### src/rtl/mpf_pkg.sv
package mpf_pkg;

    typedef enum logic [1:0] {
        ST_IDLE,
        ST_FETCH,
        ST_STORE,
        ST_FINISH
    } rmw_state_e;

    typedef enum logic [3:0] {
        RG_CTRL,
        RG_SETP,
        RG_CLRP,
        RG_PROP,
        RG_PEND,
        RG_INV1,
        RG_INVALL,
        RG_SYNC,
        RG_NONE
    } reg_sel_e;

    localparam logic [7:0] OFF_CTRL   = 8'h00;
    localparam logic [7:0] OFF_SETP   = 8'h40;
    localparam logic [7:0] OFF_CLRP   = 8'h48;
    localparam logic [7:0] OFF_PROP   = 8'h70;
    localparam logic [7:0] OFF_PEND   = 8'h78;
    localparam logic [7:0] OFF_INV1   = 8'hA0;
    localparam logic [7:0] OFF_INVALL = 8'hB0;
    localparam logic [7:0] OFF_SYNC   = 8'hC0;

endpackage

### src/rtl/mpf_decode.sv
module mpf_decode
    import mpf_pkg::*;
#(
    parameter int ADDR_W = 8
) (
    input  logic [ADDR_W-1:0] addr,
    output reg_sel_e          sel
);

    always_comb begin
        unique case (addr)
            ADDR_W'(OFF_CTRL):   sel = RG_CTRL;
            ADDR_W'(OFF_SETP):   sel = RG_SETP;
            ADDR_W'(OFF_CLRP):   sel = RG_CLRP;
            ADDR_W'(OFF_PROP):   sel = RG_PROP;
            ADDR_W'(OFF_PEND):   sel = RG_PEND;
            ADDR_W'(OFF_INV1):   sel = RG_INV1;
            ADDR_W'(OFF_INVALL): sel = RG_INVALL;
            ADDR_W'(OFF_SYNC):   sel = RG_SYNC;
            default:             sel = RG_NONE;
        endcase
    end

endmodule

### src/rtl/mpf_regs.sv
module mpf_regs
    import mpf_pkg::*;
#(
    parameter int DW      = 64,
    parameter int PA_W    = 52,
    parameter int IDB_W   = 5,
    parameter int IDB_MAX = 15
) (
    input  logic             clk,
    input  logic             rst_n,
    input  logic             wr_en,
    input  reg_sel_e         sel,
    input  logic [DW-1:0]    wdata,
    output logic             irq_en,
    output logic [IDB_W-1:0] id_bits,
    output logic [PA_W-1:0]  pend_base,
    output logic [DW-1:0]    rdata
);

    localparam int PROP_LSB = 12;
    localparam int PEND_LSB = 16;
    localparam logic [PA_W-1:0] PROP_MASK = {{(PA_W-PROP_LSB){1'b1}}, {PROP_LSB{1'b0}}};
    localparam logic [PA_W-1:0] PEND_MASK = {{(PA_W-PEND_LSB){1'b1}}, {PEND_LSB{1'b0}}};
    localparam logic [IDB_W-1:0] IDB_CAP  = IDB_W'(IDB_MAX);

    logic [PA_W-1:0]  prop_base;
    logic [IDB_W-1:0] idb_in;
    logic             unused_bits;

    assign idb_in      = wdata[IDB_W-1:0];
    assign unused_bits = ^{wdata[DW-1:PA_W], wdata[PROP_LSB-1:IDB_W]};

    always_ff @(posedge clk) begin
        if (!rst_n) begin
            irq_en    <= 1'b0;
            id_bits   <= '0;
            prop_base <= '0;
            pend_base <= '0;
        end else if (wr_en) begin
            unique case (sel)
                RG_CTRL: irq_en <= wdata[0];
                RG_PROP: begin
                    prop_base <= wdata[PA_W-1:0] & PROP_MASK;
                    id_bits   <= (idb_in > IDB_CAP) ? IDB_CAP : idb_in;
                end
                RG_PEND: pend_base <= wdata[PA_W-1:0] & PEND_MASK;
                default: ;
            endcase
        end
    end

    always_comb begin
        rdata = '0;
        unique case (sel)
            RG_CTRL: rdata[0]        = irq_en;
            RG_PROP: rdata[PA_W-1:0] = prop_base | PA_W'(id_bits);
            RG_PEND: rdata[PA_W-1:0] = pend_base;
            default: ;
        endcase
    end


    idbits_clamp_chk: assert property (@(posedge clk) disable iff (!rst_n)
        id_bits <= IDB_CAP);


    pend_align_chk: assert property (@(posedge clk) disable iff (!rst_n)
        (pend_base & ~PEND_MASK) == '0);

endmodule

### src/rtl/mpf_rmw_fsm.sv
module mpf_rmw_fsm
    import mpf_pkg::*;
#(
    parameter int PA_W  = 52,
    parameter int ID_W  = 32,
    parameter int IDB_W = 5
) (
    input  logic             clk,
    input  logic             rst_n,
    input  logic             cmd_valid,
    input  logic             cmd_set,
    input  logic [ID_W-1:0]  cmd_id,
    input  logic             irq_en,
    input  logic [IDB_W-1:0] id_bits,
    input  logic [PA_W-1:0]  pend_base,
    input  logic             mem_ready,
    input  logic [7:0]       mem_rdata,
    output logic             done_ready,
    output logic             mem_req,
    output logic             mem_we,
    output logic [PA_W-1:0]  mem_addr,
    output logic [7:0]       mem_wdata,
    output logic             rescan
);

    localparam int LIM_W = ID_W + 1;

    rmw_state_e      st, st_nxt;
    logic [LIM_W-1:0] id_limit;
    logic            in_range, go;
    logic            op_set_q, chg_q;
    logic [2:0]      bit_q;
    logic [PA_W-1:0] addr_q;
    logic [7:0]      data_q, fetched_q, bit_mask;
    logic            hit, need_write;

    assign id_limit   = LIM_W'(1) << (id_bits + 1'b1);
    assign in_range   = {1'b0, cmd_id} <= id_limit;
    assign go         = cmd_valid && irq_en && in_range;
    assign bit_mask   = 8'd1 << bit_q;
    assign hit        = |(mem_rdata & bit_mask);
    assign need_write = op_set_q ? !hit : hit;

    always_comb begin
        st_nxt = st;
        unique case (st)
            ST_IDLE:   if (go) st_nxt = ST_FETCH;
            ST_FETCH:  if (mem_ready) st_nxt = need_write ? ST_STORE : ST_FINISH;
            ST_STORE:  if (mem_ready) st_nxt = ST_FINISH;
            ST_FINISH: st_nxt = ST_IDLE;
            default:   st_nxt = ST_IDLE;
        endcase
    end

    always_ff @(posedge clk) begin
        if (!rst_n) st <= ST_IDLE;
        else        st <= st_nxt;
    end

    always_ff @(posedge clk) begin
        if (!rst_n) begin
            op_set_q  <= 1'b0;
            chg_q     <= 1'b0;
            bit_q     <= '0;
            addr_q    <= '0;
            data_q    <= '0;
            fetched_q <= '0;
        end else begin
            if (st == ST_IDLE && go) begin
                op_set_q <= cmd_set;
                bit_q    <= cmd_id[2:0];
                addr_q   <= pend_base + PA_W'(cmd_id >> 3);
                chg_q    <= 1'b0;
            end
            if (st == ST_FETCH && mem_ready) begin
                fetched_q <= mem_rdata;
                data_q    <= op_set_q ? (mem_rdata | bit_mask) : (mem_rdata & ~bit_mask);
                chg_q     <= need_write;
            end
        end
    end

    always_comb begin
        mem_req    = (st == ST_FETCH) || (st == ST_STORE);
        mem_we     = (st == ST_STORE);
        mem_addr   = addr_q;
        mem_wdata  = data_q;
        rescan     = (st == ST_FINISH) && chg_q;
        done_ready = ((st == ST_IDLE) && !go) || (st == ST_FINISH);
    end


    mem_hold_chk: assert property (@(posedge clk) disable iff (!rst_n)
        mem_req && !mem_ready |=> mem_req && $stable(mem_addr) && $stable(mem_we));


    rescan_pulse_chk: assert property (@(posedge clk) disable iff (!rst_n)
        rescan |=> !rescan);


    rescan_after_wr_chk: assert property (@(posedge clk) disable iff (!rst_n)
        rescan |-> $past(mem_req && mem_we && mem_ready));


    wr_onebit_chk: assert property (@(posedge clk) disable iff (!rst_n)
        mem_req && mem_we |-> $countones(mem_wdata ^ fetched_q) == 1);


    no_mem_when_off_chk: assert property (@(posedge clk) disable iff (!rst_n)
        mem_req |-> irq_en);


    addr_range_chk: assert property (@(posedge clk) disable iff (!rst_n)
        mem_req |-> (mem_addr - pend_base) <= PA_W'(id_limit >> 3));

endmodule

### src/rtl/msgirq_pend_front.sv
module msgirq_pend_front
    import mpf_pkg::*;
#(
    parameter int ADDR_W  = 8,
    parameter int DW      = 64,
    parameter int PA_W    = 52,
    parameter int ID_W    = 32,
    parameter int IDB_W   = 5,
    parameter int IDB_MAX = 15
) (
    input  logic              clk,
    input  logic              rst_n,
    input  logic              reg_req,
    input  logic              reg_we,
    input  logic [ADDR_W-1:0] reg_addr,
    input  logic [DW-1:0]     reg_wdata,
    output logic              reg_ready,
    output logic [DW-1:0]     reg_rdata,
    output logic              reg_err,
    output logic              mem_req,
    output logic              mem_we,
    output logic [PA_W-1:0]   mem_addr,
    output logic [7:0]        mem_wdata,
    input  logic [7:0]        mem_rdata,
    input  logic              mem_ready,
    output logic              rescan
);

    reg_sel_e         sel;
    logic             irq_en;
    logic [IDB_W-1:0] id_bits;
    logic [PA_W-1:0]  pend_base;
    logic             cmd_valid, cmd_set, reg_wr;

    mpf_decode #(.ADDR_W(ADDR_W)) u_dec (
        .addr (reg_addr),
        .sel  (sel)
    );

    assign cmd_valid = reg_req && reg_we && ((sel == RG_SETP) || (sel == RG_CLRP));
    assign cmd_set   = (sel == RG_SETP);
    assign reg_wr    = reg_req && reg_we && reg_ready;
    assign reg_err   = reg_req && reg_ready && (sel == RG_NONE);

    mpf_regs #(
        .DW(DW), .PA_W(PA_W), .IDB_W(IDB_W), .IDB_MAX(IDB_MAX)
    ) u_regs (
        .clk       (clk),
        .rst_n     (rst_n),
        .wr_en     (reg_wr),
        .sel       (sel),
        .wdata     (reg_wdata),
        .irq_en    (irq_en),
        .id_bits   (id_bits),
        .pend_base (pend_base),
        .rdata     (reg_rdata)
    );

    mpf_rmw_fsm #(
        .PA_W(PA_W), .ID_W(ID_W), .IDB_W(IDB_W)
    ) u_fsm (
        .clk        (clk),
        .rst_n      (rst_n),
        .cmd_valid  (cmd_valid),
        .cmd_set    (cmd_set),
        .cmd_id     (reg_wdata[ID_W-1:0]),
        .irq_en     (irq_en),
        .id_bits    (id_bits),
        .pend_base  (pend_base),
        .mem_ready  (mem_ready),
        .mem_rdata  (mem_rdata),
        .done_ready (reg_ready),
        .mem_req    (mem_req),
        .mem_we     (mem_we),
        .mem_addr   (mem_addr),
        .mem_wdata  (mem_wdata),
        .rescan     (rescan)
    );


    err_ready_chk: assert property (@(posedge clk) disable iff (!rst_n)
        reg_err |-> reg_ready && !mem_req && !rescan);

endmodule

### config.mk
export PLATFORM = sky130hd
export DESIGN_NAME = msgirq_pend_front
export DESIGN_NICKNAME = d
export VERILOG_FILES = /design/src/rtl/mpf_pkg.sv /design/src/rtl/mpf_decode.sv /design/src/rtl/mpf_regs.sv /design/src/rtl/mpf_rmw_fsm.sv /design/src/rtl/msgirq_pend_front.sv
export SDC_FILE = /design/constraint.sdc
export NUM_CORES = 1
export LEC_CHECK = 0
export BUFFER_PORTS_ARGS = -buffer_cell sky130_fd_sc_hd__buf_2
export CAP_MARGIN = 20
export CORE_ASPECT_RATIO = 0.6
export CORE_MARGIN = 5
export CORE_UTILIZATION = 55
export DETAILED_ROUTE_END_ITERATION = 6
export GPL_TIMING_DRIVEN = 1
export PLACE_DENSITY = 0.87
export REMOVE_ABC_BUFFERS = 1
export SYNTH_ARGS = -nofsm -noshare
export SYNTH_HDL_FRONTEND = slang
export SYNTH_HIERARCHICAL = 1
export SYNTH_SLANG_ARGS = --single-unit
### constraint.sdc
create_clock -name clk -period 5.05 [get_ports clk]
set_clock_uncertainty 0.2 [all_clocks]
set_input_delay 0.505 -clock clk [delete_from_list [all_inputs] [get_ports clk]]
set_output_delay 0.505 -clock clk [all_outputs]
set_load 0.01 [all_outputs]
== After elaboration in Yosys (flattened, before gate mapping) ==
Cells that the tools add are included.
Widths: inputs -> output; s select.
Storage, ports and cells
  input port bits: 85
  flip-flop bits (word level): 149
  output and inout bits: 129
Cells by class
  magnitude comparators: 2
  muxes and demuxes: 13
  equal/unequal tests: 18
  bitwise gates (word level): 5
  $add $sub $neg: 2
  reduce and logical (&&, ||, !) cells: 25
  shifts and indexed selects: 2
Operators with widths (count)
  $pmux 51 s2: 1
  $add 52x29->52: 1
  $or 52x5->52: 1
  $le 32x33->1: 1
  $shl 1x5->33 const A: 1
  $eq 8x7->1 const B: 4
  $pmux 4 s8: 1
  $eq 8x8->1 const B: 3
  $and 8x8->8: 2
  $logic_and 1x1->1: 11
  $eq 4x2->1 const B: 2
  $logic_not 8->1: 1
  $mux 8: 1
  $not 8->8: 1
  $or 8x8->8: 1
  $pmux 2 s4: 1
  $reduce_or 8->1: 1
  $shl 1x3->8 const A: 1
  $mux 2: 3
  $reduce_and 2->1: 3
  $add 5x1->5 const B: 1
  $gt 5x4->1 const B: 1
  $mux 5: 1
  $eq 2x2->1 const B: 2
  14 further kinds: 21

== Logic depth before layout (Yosys ltp) ==
Gate-level depths: netlist (run 1).
  depth after elaboration: 12
  gate-level depth with buffers: 16
  depth with buffers taken out: 14

== By module ==
Netlist (run 1), hierarchy kept.
Modules (own cells, without submodules)
  mpf_rmw_fsm: cells each 741, area an instance 5547.8 sq um, instances 1
  mpf_regs: cells each 410, area an instance 3834.9 sq um, instances 1
  mpf_decode: cells each 23, area an instance 142.6 sq um, instances 1
  msgirq_pend_front: cells each 7, area an instance 53.8 sq um, instances 1

== Least setup slack after synthesis (run 1) ==
OpenSTA, ideal clock, no wires.
  path type: register to register
  start point: register u_regs.id_bits[1]
  end point: register u_regs.pend_base[21]
  path buffers: 3
  setup slack: 1.030 ns
  setup time: 0.072 ns
  clock period less this slack: 4.020 ns
  data arrival time: 3.748 ns
  stages on the path, launching flop included: 16
  cell sequence: dfxtp_1 > nor2b_1 > clkbuf_1 > nand2_1 > ha_1 > nand3_1 > or4_1 > or4_4 > nor4_4 > o21ai_0 > a21o_1 > and3_1 > nand4b_1 > buf_4 > buf_4 > mux2i_1
Between the ends
  longest elaborated chain between the ends: 9
RTL lines
  start, declared: RTL line mpf_regs.sv:15  | output logic [IDB_W-1:0] id_bits,
  start signal, assigned: RTL line mpf_regs.sv:44  | id_bits <= (idb_in > IDB_CAP) ? IDB_CAP : idb_in;
  $add 5x1->5: RTL line mpf_rmw_fsm.sv:37  | assign id_limit = LIM_W'(1) << (id_bits + 1'b1);
  $shl 1x5->33: RTL line mpf_rmw_fsm.sv:37
  $le 32x33->1: RTL line mpf_rmw_fsm.sv:38  | assign in_range = {1'b0, cmd_id} <= id_limit;
  $logic_and 1x1->1: RTL line mpf_rmw_fsm.sv:39  | assign go = cmd_valid && irq_en && in_range;
  $logic_not 1->1: RTL line mpf_rmw_fsm.sv:89  | done_ready = ((st == ST_IDLE) && !go) || (st == ST_FINISH);
  $logic_and 1x1->1: RTL line mpf_rmw_fsm.sv:89
  $logic_or 1x1->1: RTL line mpf_rmw_fsm.sv:89
  named net reg_ready: RTL line msgirq_pend_front.sv:17  | output logic reg_ready,
  $logic_and 1x1->1: RTL line msgirq_pend_front.sv:42  | assign reg_wr = reg_req && reg_we && reg_ready;
  named net reg_wr: RTL line msgirq_pend_front.sv:33  | logic cmd_valid, cmd_set, reg_wr;
  $reduce_and 2->1 (no line)
  end signal, assigned: RTL line mpf_regs.sv:46  | RG_PEND: pend_base <= wdata[PA_W-1:0] & PEND_MASK;
  end, declared: RTL line mpf_regs.sv:16  | output logic [PA_W-1:0] pend_base,
The timed path passes the listed nets, and every way through them passes these cells.
A chain may end at the register's enable or synchronous reset.

== Worst setup path in the final report (run 1) ==
  start point: register u_regs.id_bits[1]
  end point: output reg_err
Between the ends
  longest elaborated chain between the ends: 9
RTL lines
  $add 5x1->5: RTL line mpf_rmw_fsm.sv:37
  $shl 1x5->33: RTL line mpf_rmw_fsm.sv:37
  $le 32x33->1: RTL line mpf_rmw_fsm.sv:38
  $logic_and 1x1->1: RTL line mpf_rmw_fsm.sv:39
  $logic_not 1->1: RTL line mpf_rmw_fsm.sv:89
  $logic_and 1x1->1: RTL line mpf_rmw_fsm.sv:89
  $logic_or 1x1->1: RTL line mpf_rmw_fsm.sv:89
  $logic_and 1x1->1 (2 in series): RTL line msgirq_pend_front.sv:43  | assign reg_err = reg_req && reg_ready && (sel == RG_NONE);
  end, declared: RTL line msgirq_pend_front.sv:19  | output logic reg_err,
Every way passes these cells.

==> results of run 1 <==
[routing by layer]
layer	share of wire, %	track usage [%]	routed length (µm)	vias up
li1	-	-	-	4447
met3	10	6.09	2750	42
met5	0.040	0	11	-
met1	49	40.5	13500	4227
met4	1.3	6.04	346	2
met2	40	36.9	10900	492
[sequential cells by signal, indices dropped and copies added, names as in the netlist]
name              flops
u_regs/pend_base     36
u_fsm/mem_wdata       8
u_fsm/op_set_q        1
u_regs/prop_base     40
u_fsm/mem_addr       52
u_fsm/chg_q           1
u_regs/id_bits        5
u_regs/irq_en         1
u_fsm/st              2
u_fsm/bit_q           3
[per-stage QoR]
stage	hold slack [ps]	cell area [µm²]	worst slack, ps
floorplan	233	9130	-358
global placement	237	10500	616
detailed placement	240	10500	527
CTS	133	11100	261
global route	141	11100	8.43
finish	142	11100	192
[area by class of cell]
class,instances,area share [%]
well taps,234,2.64
flip-flops and latches,149,26.9
clock inverters,15,1.85
multi-input cells,954,54.9
repair buffers,197,9.47
clock buffers,17,3.83
inverters,13,0.440
[worst max-delay path: stages (launching register included)]
cell and delay (ps):
sky130_fd_sc_hd__dfxtp_1 400, sky130_fd_sc_hd__nor2b_1 440, sky130_fd_sc_hd__nand2_1 110, sky130_fd_sc_hd__ha_1 310
sky130_fd_sc_hd__nand4_1 140, sky130_fd_sc_hd__or4_1 580, sky130_fd_sc_hd__or4_4 470, sky130_fd_sc_hd__nor4_4 460
sky130_fd_sc_hd__o21ai_0 230, sky130_fd_sc_hd__a21o_1 250, sky130_fd_sc_hd__nand4b_1 100, sky130_fd_sc_hd__nor3_1 50
sky130_fd_sc_hd__buf_2 180
[synthesized netlist by cell type (all sizes together), types with 3 or more instances]
library cell,n,area [µm²]
inv,12,45.0
a21boi,3,22.5
nand3,27,135
o21ai,53,265
xnor2,37,324
and4,4,35.0
nand4,19,119
o211ai,8,73.8
dfxtp,149,2980
nor3,13,70.1
nand2b,9,56.3
and2,18,113
nor2b,7,43.8
xor2,10,87.6
a22oi,3,22.5
a22o,37,324
a2111oi,3,26.3
a211oi,18,135
or4,3,26.3
o21bai,4,30.0
buf,61,437
clkbuf,38,143
nand2,248,947
nor3b,7,52.6
nor4,7,65.1
or2,4,25.0
ha,65,813
nor2,56,210
a31oi,6,37.5
a311oi,3,26.3
o21a,3,22.5
a21o,14,105
mux2i,86,861
a21oi,101,509
and3,12,75.1
[worst min-delay path by stage]
stage / start / cells after the start / endpoint
finish: reg_wdata[44] / 3 / u_regs/prop_base[44]
global route: reg_wdata[44] / 3 / u_regs/pend_base[44]
CTS: reg_wdata[44] / 3 / u_regs/prop_base[44]
detailed placement: u_fsm/mem_addr[4] / 2 / u_fsm/mem_addr[4]
global placement: u_fsm/mem_addr[19] / 2 / u_fsm/mem_addr[19]
floorplan: u_regs/prop_base[12] / 2 / u_regs/prop_base[12]
[cell families after synthesis]
| family | after synthesis |
|---|---|
| AOI/OAI and AO/OA | 273 |
| xor gates and xnor gates | 47 |
| adders and majority gates | 66 |
| buffers and inverters | 112 |
| DFF | 149 |
| muxes | 87 |
| other | 1 |
| and+or+nand+nor | 446 |
[power groups by stage]
stage / clock network, mW / registers, mW / logic [mW]
final: 1.37 / 1.18 / 0.314
after floorplan: 0 / 1.21 / 0.187
after CTS: 1.38 / 1.18 / 0.298
after global placement: 0 / 1.21 / 0.289
after global routing: 1.44 / 1.18 / 0.344
after detailed placement: 0 / 1.21 / 0.296
[layout by cell type (no fill, tap or decap), types with 5 or more instances in the layout]
master                      count
sky130_fd_sc_hd__nor4_1         5
sky130_fd_sc_hd__a21o_1        14
sky130_fd_sc_hd__nand4_1       19
sky130_fd_sc_hd__ha_1          65
sky130_fd_sc_hd__buf_2        181
sky130_fd_sc_hd__a22o_1        37
sky130_fd_sc_hd__inv_8          5
sky130_fd_sc_hd__nand3_1       27
sky130_fd_sc_hd__nor3b_1        7
sky130_fd_sc_hd__xnor2_1       37
sky130_fd_sc_hd__a211oi_1      18
sky130_fd_sc_hd__and2_1        18
sky130_fd_sc_hd__a21oi_1      100
sky130_fd_sc_hd__nor3_1        12
sky130_fd_sc_hd__o21ai_0       50
sky130_fd_sc_hd__dfxtp_1      149
sky130_fd_sc_hd__nor2b_1        7
sky130_fd_sc_hd__nand2b_1       9
sky130_fd_sc_hd__nand2_1      247
sky130_fd_sc_hd__inv_1         12
sky130_fd_sc_hd__xor2_1        10
sky130_fd_sc_hd__and3_1        12
sky130_fd_sc_hd__conb_1        35
sky130_fd_sc_hd__a31oi_1        6
sky130_fd_sc_hd__buf_4         14
sky130_fd_sc_hd__mux2i_1       86
sky130_fd_sc_hd__o211ai_1       7
sky130_fd_sc_hd__clkbuf_16     17
sky130_fd_sc_hd__nor2_1        56
==> report_table.html, run 1 <==
<table>
<tr><th>Metric</th><th>Value</th></tr>
<tr><th colspan="2">CTS</th></tr>
<tr><td>PostCTS Resize Cnt</td><td>0</td></tr>
<tr><td>Source-to-sink clock delay at the later pin of the worst-skew pair</td><td>430 ps</td></tr>
<tr><td>Setup bufs post-CTS</td><td>0</td></tr>
<tr><td>Clock-pin transition on the worst setup and hold timing paths</td><td>70 ps</td></tr>
<tr><td>Depth of the CTS H-tree</td><td>4</td></tr>
<tr><td>CTS tree</td><td>yes</td></tr>
<tr><td>Maximum count of clock buffers along a single path</td><td>2</td></tr>
<tr><td>Num CTS Buffers</td><td>17</td></tr>
<tr><td>Quantity of hold-fixing buffers added after cts</td><td>0</td></tr>
<tr><td>Root Buffer Master</td><td>sky130_fd_sc_hd__clkbuf_16</td></tr>
<tr><td>Number of sinks on the clock net</td><td>149</td></tr>
<tr><th colspan="2">Outcome</th></tr>
<tr><td>Status</td><td>complete, no violations</td></tr>
<tr><th colspan="2">Worst hold path</th></tr>
<tr><td>Hold WC Path Type</td><td>in2reg</td></tr>
<tr><th colspan="2">Synth</th></tr>
<tr><td>Register bit total from synthesis</td><td>149</td></tr>
<tr><td>Share of cell area taken by muxes after synthesis</td><td>9.10%</td></tr>
<tr><td>Main synth FF type</td><td>sky130_fd_sc_hd__dfxtp_1</td></tr>
<tr><td>Sequential cell area fraction in the yosys report</td><td>31.1%</td></tr>
<tr><td>Synthesized netlist cell count</td><td>1,181</td></tr>
<tr><td>Number of synthesis warnings</td><td>6</td></tr>
<tr><td>Library cells used by synthesis</td><td>72</td></tr>
<tr><td>Async set or reset register ratio after synthesis</td><td>0%</td></tr>
<tr><td>Dominant combinational cell family by area after synthesis</td><td>simple AND/OR/NAND/NOR gates</td></tr>
<tr><td>Adder and majority gate portion of the synthesized area</td><td>8.70%</td></tr>
<tr><td>Post-synthesis share of cell area spent on and, or, nand and nor gates</td><td>a little over a fifth</td></tr>
<tr><td>Synthesized area</td><td>0.00958 mm²</td></tr>
<tr><td>Synthesized area per cell</td><td>8.11 µm²</td></tr>
<tr><td>Synth Area in Compound Gates</td><td>18.3%</td></tr>
<tr><td>Post-synth EDFFs</td><td>0</td></tr>
<tr><td>XOR/XNOR share of the synthesized area</td><td>4.30%</td></tr>
<tr><th colspan="2">Route</th></tr>
<tr><td>Post-route antenna net violation count</td><td>0</td></tr>
<tr><td>Via count</td><td>9,210</td></tr>
<tr><td>DR DRC count</td><td>0</td></tr>
<tr><td>Post-Route WL</td><td>27.5 mm</td></tr>
<tr><td>Vias per inst</td><td>just under 6</td></tr>
<tr><td>Count of routing violations after the opening detailed-route iteration</td><td>1,052</td></tr>
<tr><td>DRT Pass-1 Iters</td><td>7</td></tr>
<tr><td>Post-DR wirelength/cell</td><td>17.4 µm</td></tr>
<tr><th colspan="2">Die</th></tr>
<tr><td>Die Span Y</td><td>112 µm</td></tr>
<tr><td>Die footprint</td><td>0.0202 mm²</td></tr>
<tr><td>Die W</td><td>180 µm</td></tr>
<tr><td>Total number of placement rows</td><td>37</td></tr>
<tr><td>Core region area</td><td>between 0.015 and 0.02 mm²</td></tr>
<tr><td>Initial Utilization</td><td>55.9%</td></tr>
<tr><td>Number of I/O pins</td><td>between 200 and 250</td></tr>
<tr><th colspan="2">Timing</th></tr>
<tr><td>Maximum frequency from static timing analysis</td><td>206 MHz</td></tr>
<tr><td>Number of slew-limit violations in the final report</td><td>0</td></tr>
<tr><td>Relative slew slack</td><td>43.5%</td></tr>
<tr><td>Final critical path time including I/O delays and setup</td><td>4860 ps</td></tr>
<tr><td>Slew @ Worst Pin</td><td>848 ps</td></tr>
<tr><td>Summed negative setup slack over all endpoints</td><td>0 ps</td></tr>
<tr><td>Fin crit share</td><td>96.2%</td></tr>
<tr><td>RSZ-0062 raised after global routing</td><td>false</td></tr>
<tr><td>Final setup violation count</td><td>0</td></tr>
<tr><td>Final hold viol count</td><td>0</td></tr>
<tr><th colspan="2">Finish</th></tr>
<tr><td>Utilization of the core after routing</td><td>around 65%</td></tr>
<tr><td>Area taken by multi-input logic gates</td><td>roughly 0.0061 mm²</td></tr>
<tr><td>Final cell count without fillers</td><td>around 1,600</td></tr>
<tr><td>Antenna fix cells</td><td>0</td></tr>
<tr><td>Share of layout cells above drive strength 1</td><td>18.4%</td></tr>
<tr><td>Post-layout net count</td><td>1,483</td></tr>
<tr><td>Signed area change from the synthesized netlist to the final layout</td><td>15.9%</td></tr>
<tr><td># fillers</td><td>1,535</td></tr>
<tr><td>Area occupied by registers</td><td>0.00298 mm²</td></tr>
<tr><th colspan="2">Setup path</th></tr>
<tr><td>Worst setup path end</td><td>reg_err</td></tr>
<tr><td>Crit path from</td><td>u_regs/id_bits[1]</td></tr>
<tr><td>Worst-case reg-to-reg path depth</td><td>13</td></tr>
<tr><td>Req. time, crit path</td><td>4350 ps</td></tr>
<tr><td>Arrival time of the worst setup path</td><td>4150 ps</td></tr>
<tr><td>Type of element launching the critical path</td><td>register</td></tr>
<tr><td>Worst reg-to-reg setup slack</td><td>380 ps</td></tr>
<tr><td>Largest fanout on the critical path</td><td>6</td></tr>
<tr><td>Crit Path Class</td><td>reg2out</td></tr>
<tr><td>Destination of the worst register-to-register timing path</td><td>u_regs/pend_base[20]</td></tr>
<tr><td>Nature of the critical path endpoint</td><td>output port</td></tr>
<tr><td>RR Startpoint</td><td>u_regs/id_bits[1]</td></tr>
<tr><th colspan="2">Global routing</th></tr>
<tr><td>Number of global-route vias before repair</td><td>8,579</td></tr>
<tr><td>Maximum number of pins on one net before global-route repair</td><td>90</td></tr>
<tr><td>Tot GR Track Use</td><td>26.3%</td></tr>
<tr><td>Congestion Overflow GR</td><td>0</td></tr>
<tr><td>First-pass GRT wire length</td><td>44.0 mm</td></tr>
<tr><td>Antenna violations before repair</td><td>1</td></tr>
<tr><th colspan="2">Power</th></tr>
<tr><td>Total leakage power</td><td>5.20 nW</td></tr>
<tr><td>VDD IR-drop max</td><td>approximately 0.00019 V</td></tr>
<tr><td>Share of power burned in the clock network</td><td>47.8%</td></tr>
<tr><td>Switching power</td><td>0.769 mW</td></tr>
<tr><td>Power per unit of standard cell area</td><td>258 mW/mm²</td></tr>
<tr><td>Cell internal power dissipation</td><td>2.10 mW</td></tr>
<tr><td>Fraction of power spent switching nets</td><td>26.8%</td></tr>
<tr><td>Post-layout total power</td><td>2.87 mW</td></tr>
<tr><td>Logic gate share of total power</td><td>a little over a tenth</td></tr>
<tr><td>Sequential share of power</td><td>41.3%</td></tr>
<tr><th colspan="2">Place</th></tr>
<tr><td>Count of port buffers added during placement</td><td>182</td></tr>
<tr><td>Half-perimeter wire length after placement</td><td>20.4 mm</td></tr>
<tr><td>Global placement routability congestion</td><td>approximately 0.94</td></tr>
<tr><td>Post-placement cell count</td><td>1,547</td></tr>
<tr><th colspan="2">Job</th></tr>
<tr><td>Max Cap Violations</td><td>0</td></tr>
</table>
Power figures use the tool's default switching activity.
==> run 2: changes to the inputs <==
- CORE_UTILIZATION: 55 -> 50
- PLACE_DENSITY: 0.87 -> 0.84
- clock period: 5.05 -> 4.15 ns (I/O delays scaled with it)
==> run 2 against run 1 <==
Combinational power is 25% higher. Sequential cell count unchanged. Critical path depth increased by 2. Die area grew 9.3%. Sequential power rose by 22%. Setup slack worse by 290 ps. Non-clock buffer count up 39. Register-to-register slack worse by 350 ps. The flow now finishes with violations (negative setup slack). Critical endpoint unchanged. Clock power up 17%. Total power up 20%.
==> report_table.html, run 2 (synthesis results as in run 1) <==
<table>
<tr><th>Metric</th><th>Value</th></tr>
<tr><th colspan="2">Route</th></tr>
<tr><td>Post-route antenna net violation count</td><td>0 (unchanged)</td></tr>
<tr><td>Via count</td><td>9,362 (was 9,210)</td></tr>
<tr><td>Count of routing violations after the opening detailed-route iteration</td><td>1,073 (was 1,052)</td></tr>
<tr><td>Vias per inst</td><td>5.74 (was 5.83)</td></tr>
<tr><td>Post-DR wirelength/cell</td><td>18.0 µm (was 17.4 µm)</td></tr>
<tr><td>DR DRC count</td><td>0 (unchanged)</td></tr>
<tr><td>DRT Pass-1 Iters</td><td>6 (was 7)</td></tr>
<tr><td>Post-Route WL</td><td>29.4 mm (was 27.5 mm)</td></tr>
<tr><th colspan="2">Global routing</th></tr>
<tr><td>Antenna violations before repair</td><td>1 (unchanged)</td></tr>
<tr><td>Maximum number of pins on one net before global-route repair</td><td>86 (was 90)</td></tr>
<tr><td>Tot GR Track Use</td><td>25.2% (was 26.3%)</td></tr>
<tr><td>Number of global-route vias before repair</td><td>8,640 (was 8,579)</td></tr>
<tr><td>Congestion Overflow GR</td><td>0 (unchanged)</td></tr>
<tr><td>First-pass GRT wire length</td><td>44.9 mm (was 44.0 mm)</td></tr>
<tr><th colspan="2">Setup path</th></tr>
<tr><td>Crit Path Class</td><td>reg2out (unchanged)</td></tr>
<tr><td>Category of cells accounting for the largest share of critical-path delay</td><td>simple AND/OR/NAND/NOR gates (unchanged)</td></tr>
<tr><td>Largest incremental delay on the critical path</td><td>550 ps (was 580 ps)</td></tr>
<tr><td>Largest fanout on the critical path</td><td>4 (was 6)</td></tr>
<tr><td>RR Startpoint</td><td>u_regs/id_bits[2] (was u_regs/id_bits[1])</td></tr>
<tr><td>Nature of the critical path endpoint</td><td>output port (unchanged)</td></tr>
<tr><td>Type of element launching the critical path</td><td>register (unchanged)</td></tr>
<tr><td>Req. time, crit path</td><td>3530 ps (was 4350 ps)</td></tr>
<tr><td>Worst reg-to-reg setup slack</td><td>30 ps (was 380 ps)</td></tr>
<tr><td>Destination of the worst register-to-register timing path</td><td>u_regs/pend_base[28] (was u_regs/pend_base[20])</td></tr>
<tr><td>Arrival time of the worst setup path</td><td>3630 ps (was 4150 ps)</td></tr>
<tr><td>Worst-case reg-to-reg path depth</td><td>16 (was 13)</td></tr>
<tr><td>Cells traversed along the worst timing path</td><td>and3b_2 &gt; nand2_1 &gt; ha_1 &gt; nand4_1 &gt; or4_4 &gt; or4_4 &gt; a21oi_2 &gt; nor3_2 &gt; o21ai_2 &gt; a21o_1 &gt; buf_4 &gt; nand4b_1 &gt; nor3_2 &gt; buf_2 (was nor2b_1 &gt; nand2_1 &gt; ha_1 &gt; nand4_1 &gt; or4_1 &gt; or4_4 &gt; nor4_4 &gt; o21ai_0 &gt; a21o_1 &gt; nand4b_1 &gt; nor3_1 &gt; buf_2)</td></tr>
<tr><td>Buffering stage count on the worst path with inverters included</td><td>2 (was 1)</td></tr>
<tr><td>Slowest stage cell, crit path</td><td>sky130_fd_sc_hd__or4_4 (was sky130_fd_sc_hd__or4_1)</td></tr>
<tr><th colspan="2">Finish</th></tr>
<tr><td>Leading cell type in the layout, fill and taps excluded</td><td>sky130_fd_sc_hd__nand2_1 (unchanged)</td></tr>
<tr><td>Share of layout cells above drive strength 1</td><td>21.9% (was 18.4%)</td></tr>
<tr><td>Signed area change from the synthesized netlist to the final layout</td><td>20.9% (was 15.9%)</td></tr>
<tr><td>Antenna fix cells</td><td>0 (unchanged)</td></tr>
<tr><td>Post-layout net count</td><td>1,523 (was 1,483)</td></tr>
<tr><td># fillers</td><td>1,668 (was 1,535)</td></tr>
<tr><td>Largest register FFs</td><td>52 (unchanged)</td></tr>
<tr><td>Final cell area excluding filler cells</td><td>0.0116 mm² (was 0.0111 mm²)</td></tr>
<tr><td>Top library cells by usage in the layout, fill and taps aside</td><td>sky130_fd_sc_hd__nand2_1, sky130_fd_sc_hd__buf_2, sky130_fd_sc_hd__dfxtp_1 (unchanged)</td></tr>
<tr><th colspan="2">Timing</th></tr>
<tr><td>Fin crit share</td><td>102%</td></tr>
<tr><td>Final hold viol count</td><td>0 (unchanged)</td></tr>
<tr><td>Final critical path time including I/O delays and setup</td><td>4250 ps</td></tr>
<tr><td>Post-route setup slack</td><td>-96.2 ps (was 192 ps)</td></tr>
<tr><td>RSZ-0062 raised after global routing</td><td>true (was false)</td></tr>
<tr><td>Tightest hold margin</td><td>45.1 ps (was 142 ps)</td></tr>
<tr><td>Summed negative setup slack over all endpoints</td><td>-96.2 ps (was 0 ps)</td></tr>
<tr><td>Slew @ Worst Pin</td><td>925 ps (was 848 ps)</td></tr>
<tr><td>Number of slew-limit violations in the final report</td><td>0 (unchanged)</td></tr>
<tr><td>Final setup violation count</td><td>1 (was 0)</td></tr>
<tr><td>Maximum frequency from static timing analysis</td><td>236 MHz</td></tr>
<tr><td>Relative slew slack</td><td>38.3% (was 43.5%)</td></tr>
<tr><th colspan="2">Outcome</th></tr>
<tr><td>Status</td><td>complete, but fails checks (was complete, no violations)</td></tr>
<tr><td>Violated checks</td><td>negative setup slack</td></tr>
<tr><th colspan="2">CTS</th></tr>
<tr><td>Num CTS Buffers</td><td>17 (unchanged)</td></tr>
<tr><td>Depth of the CTS H-tree</td><td>4 (unchanged)</td></tr>
<tr><td>Root Buffer Master</td><td>sky130_fd_sc_hd__clkbuf_16 (unchanged)</td></tr>
<tr><td>Maximum count of clock buffers along a single path</td><td>2 (unchanged)</td></tr>
<tr><td>Quantity of hold-fixing buffers added after cts</td><td>0 (unchanged)</td></tr>
<tr><td>Clock-pin transition on the worst setup and hold timing paths</td><td>70 ps (about the same)</td></tr>
<tr><td>Source-to-sink clock delay at the later pin of the worst-skew pair</td><td>430 ps (about the same)</td></tr>
<tr><td>Number of sinks on the clock net</td><td>149 (unchanged)</td></tr>
<tr><td>CTS tree</td><td>yes (unchanged)</td></tr>
<tr><th colspan="2">Place</th></tr>
<tr><td>Half-perimeter wire length after placement</td><td>21.4 mm (was 20.4 mm)</td></tr>
<tr><td>Count of port buffers added during placement</td><td>182 (unchanged)</td></tr>
<tr><td>Placement Cell Area</td><td>0.0107 mm² (was 0.0105 mm²)</td></tr>
<tr><td>Global placement routability congestion</td><td>0.901 (was 0.936)</td></tr>
<tr><th colspan="2">Worst hold path</th></tr>
<tr><td>Hold endpoint</td><td>u_regs/pend_base[35] (was u_regs/prop_base[44])</td></tr>
<tr><td>Worst hold stages</td><td>3 (unchanged)</td></tr>
<tr><td>Hold Path Origin</td><td>reg_wdata[35] (was reg_wdata[44])</td></tr>
<tr><td>Hold WC Path Type</td><td>in2reg (unchanged)</td></tr>
<tr><th colspan="2">Die</th></tr>
<tr><td>Initial Utilization</td><td>50.6% (was 55.9%)</td></tr>
<tr><td>Total number of placement rows</td><td>39 (was 37)</td></tr>
<tr><td>Die Span Y</td><td>117 µm (was 112 µm)</td></tr>
<tr><td>Core region area</td><td>0.0189 mm² (was 0.0171 mm²)</td></tr>
<tr><td>Die W</td><td>189 µm (was 180 µm)</td></tr>
<tr><td>Die footprint</td><td>0.0221 mm² (was 0.0202 mm²)</td></tr>
<tr><td>Number of I/O pins</td><td>214 (unchanged)</td></tr>
<tr><th colspan="2">Power</th></tr>
<tr><td>Power per unit of standard cell area</td><td>297 mW/mm² (was 258 mW/mm²)</td></tr>
<tr><td>VDD IR-drop max</td><td>0.000238 V (was 0.000186 V)</td></tr>
<tr><td>Total leakage power</td><td>5.46 nW (was 5.20 nW)</td></tr>
<tr><th colspan="2">Job</th></tr>
<tr><td>Max Cap Violations</td><td>0 (unchanged)</td></tr>
</table>
==> run 2: cell types whose count changed in the layout (fill, tap and decap cells not counted), sizes merged <==
cell	before	now
nand2	248	249
bufinv	3	2
inv	21	22
buf	197	234
clkinv	2	3
clkbuf	17	19
clkinvlp	2	1
==> run 2: cell type report <==
class                   instances  area [µm²]  share of cell area [%]
well taps                     246         308                    2.66
flip-flops and latches        149        3000                    25.9
repair buffers                236        1460                    12.6
multi-input cells             955        6160                    53.2
inverters                      13        48.8                   0.421
clock inverters                15         179                    1.55
clock buffers                  17         425                    3.67
==> run 2: layer usage <==
layer | global-route usage, % | wire length (µm)
met1 | 36.9 | 14200
met2 | 36.9 | 11900
met3 | 7.14 | 2920
met4 | 5.34 | 350
met5 | 0 | 7
==> run 2: worst max path at each step <==
stage | startpoint | to | cells past startpoint
6_report | u_regs/id_bits[2] | reg_err | 14
5_1_grt | u_regs/id_bits[4] | reg_err | 14
4_1_cts | u_regs/id_bits[2] | reg_err | 14
3_5_place_dp | u_regs/id_bits[1] | u_regs/prop_base[35] | 14
3_3_place_gp | u_regs/id_bits[1] | u_regs/id_bits[4] | 15
2_1_floorplan | u_regs/id_bits[1] | u_regs/pend_base[16] | 13
==> run 2: what timing repair did <==
action | 4_1_cts | 5_1_grt
buffers inserted | 2 | 8
resized for setup | 15 | 14
pin swaps | 4 | 2
hold endpoints to repair | 0 | 0
gates cloned | 0 | 4
setup endpoints to repair | 52 | 42
==> run 2: power breakdown <==
group	leakage (nW)	internal (mW)	switching, mW
Clock	0.297	0.913	0.690
Sequential	1.20	1.43	0.00417
Combinational	3.96	0.149	0.243
Total	5.46	2.50	0.937
==> run 2: worst min-delay path: stages <==
cell and delay (ps):
sky130_fd_sc_hd__buf_2 90, sky130_fd_sc_hd__nand2_1 60, sky130_fd_sc_hd__mux2i_1 60
==> run 2: through the flow <==
stage / std cells / utilization (%) / total power [mW] / setup WS, ps
floorplan: 1116 / - / 1.70 / -1260
global placement: 1585 / 56.7 / 1.83 / 75.5
detailed placement: 1585 / 56.7 / 1.84 / -14.6
CTS: 1619 / 60.2 / 3.43 / -52.3
global route: 1631 / 61.1 / 3.56 / -266
finish: 1631 / 61.1 / 3.43 / -96.2
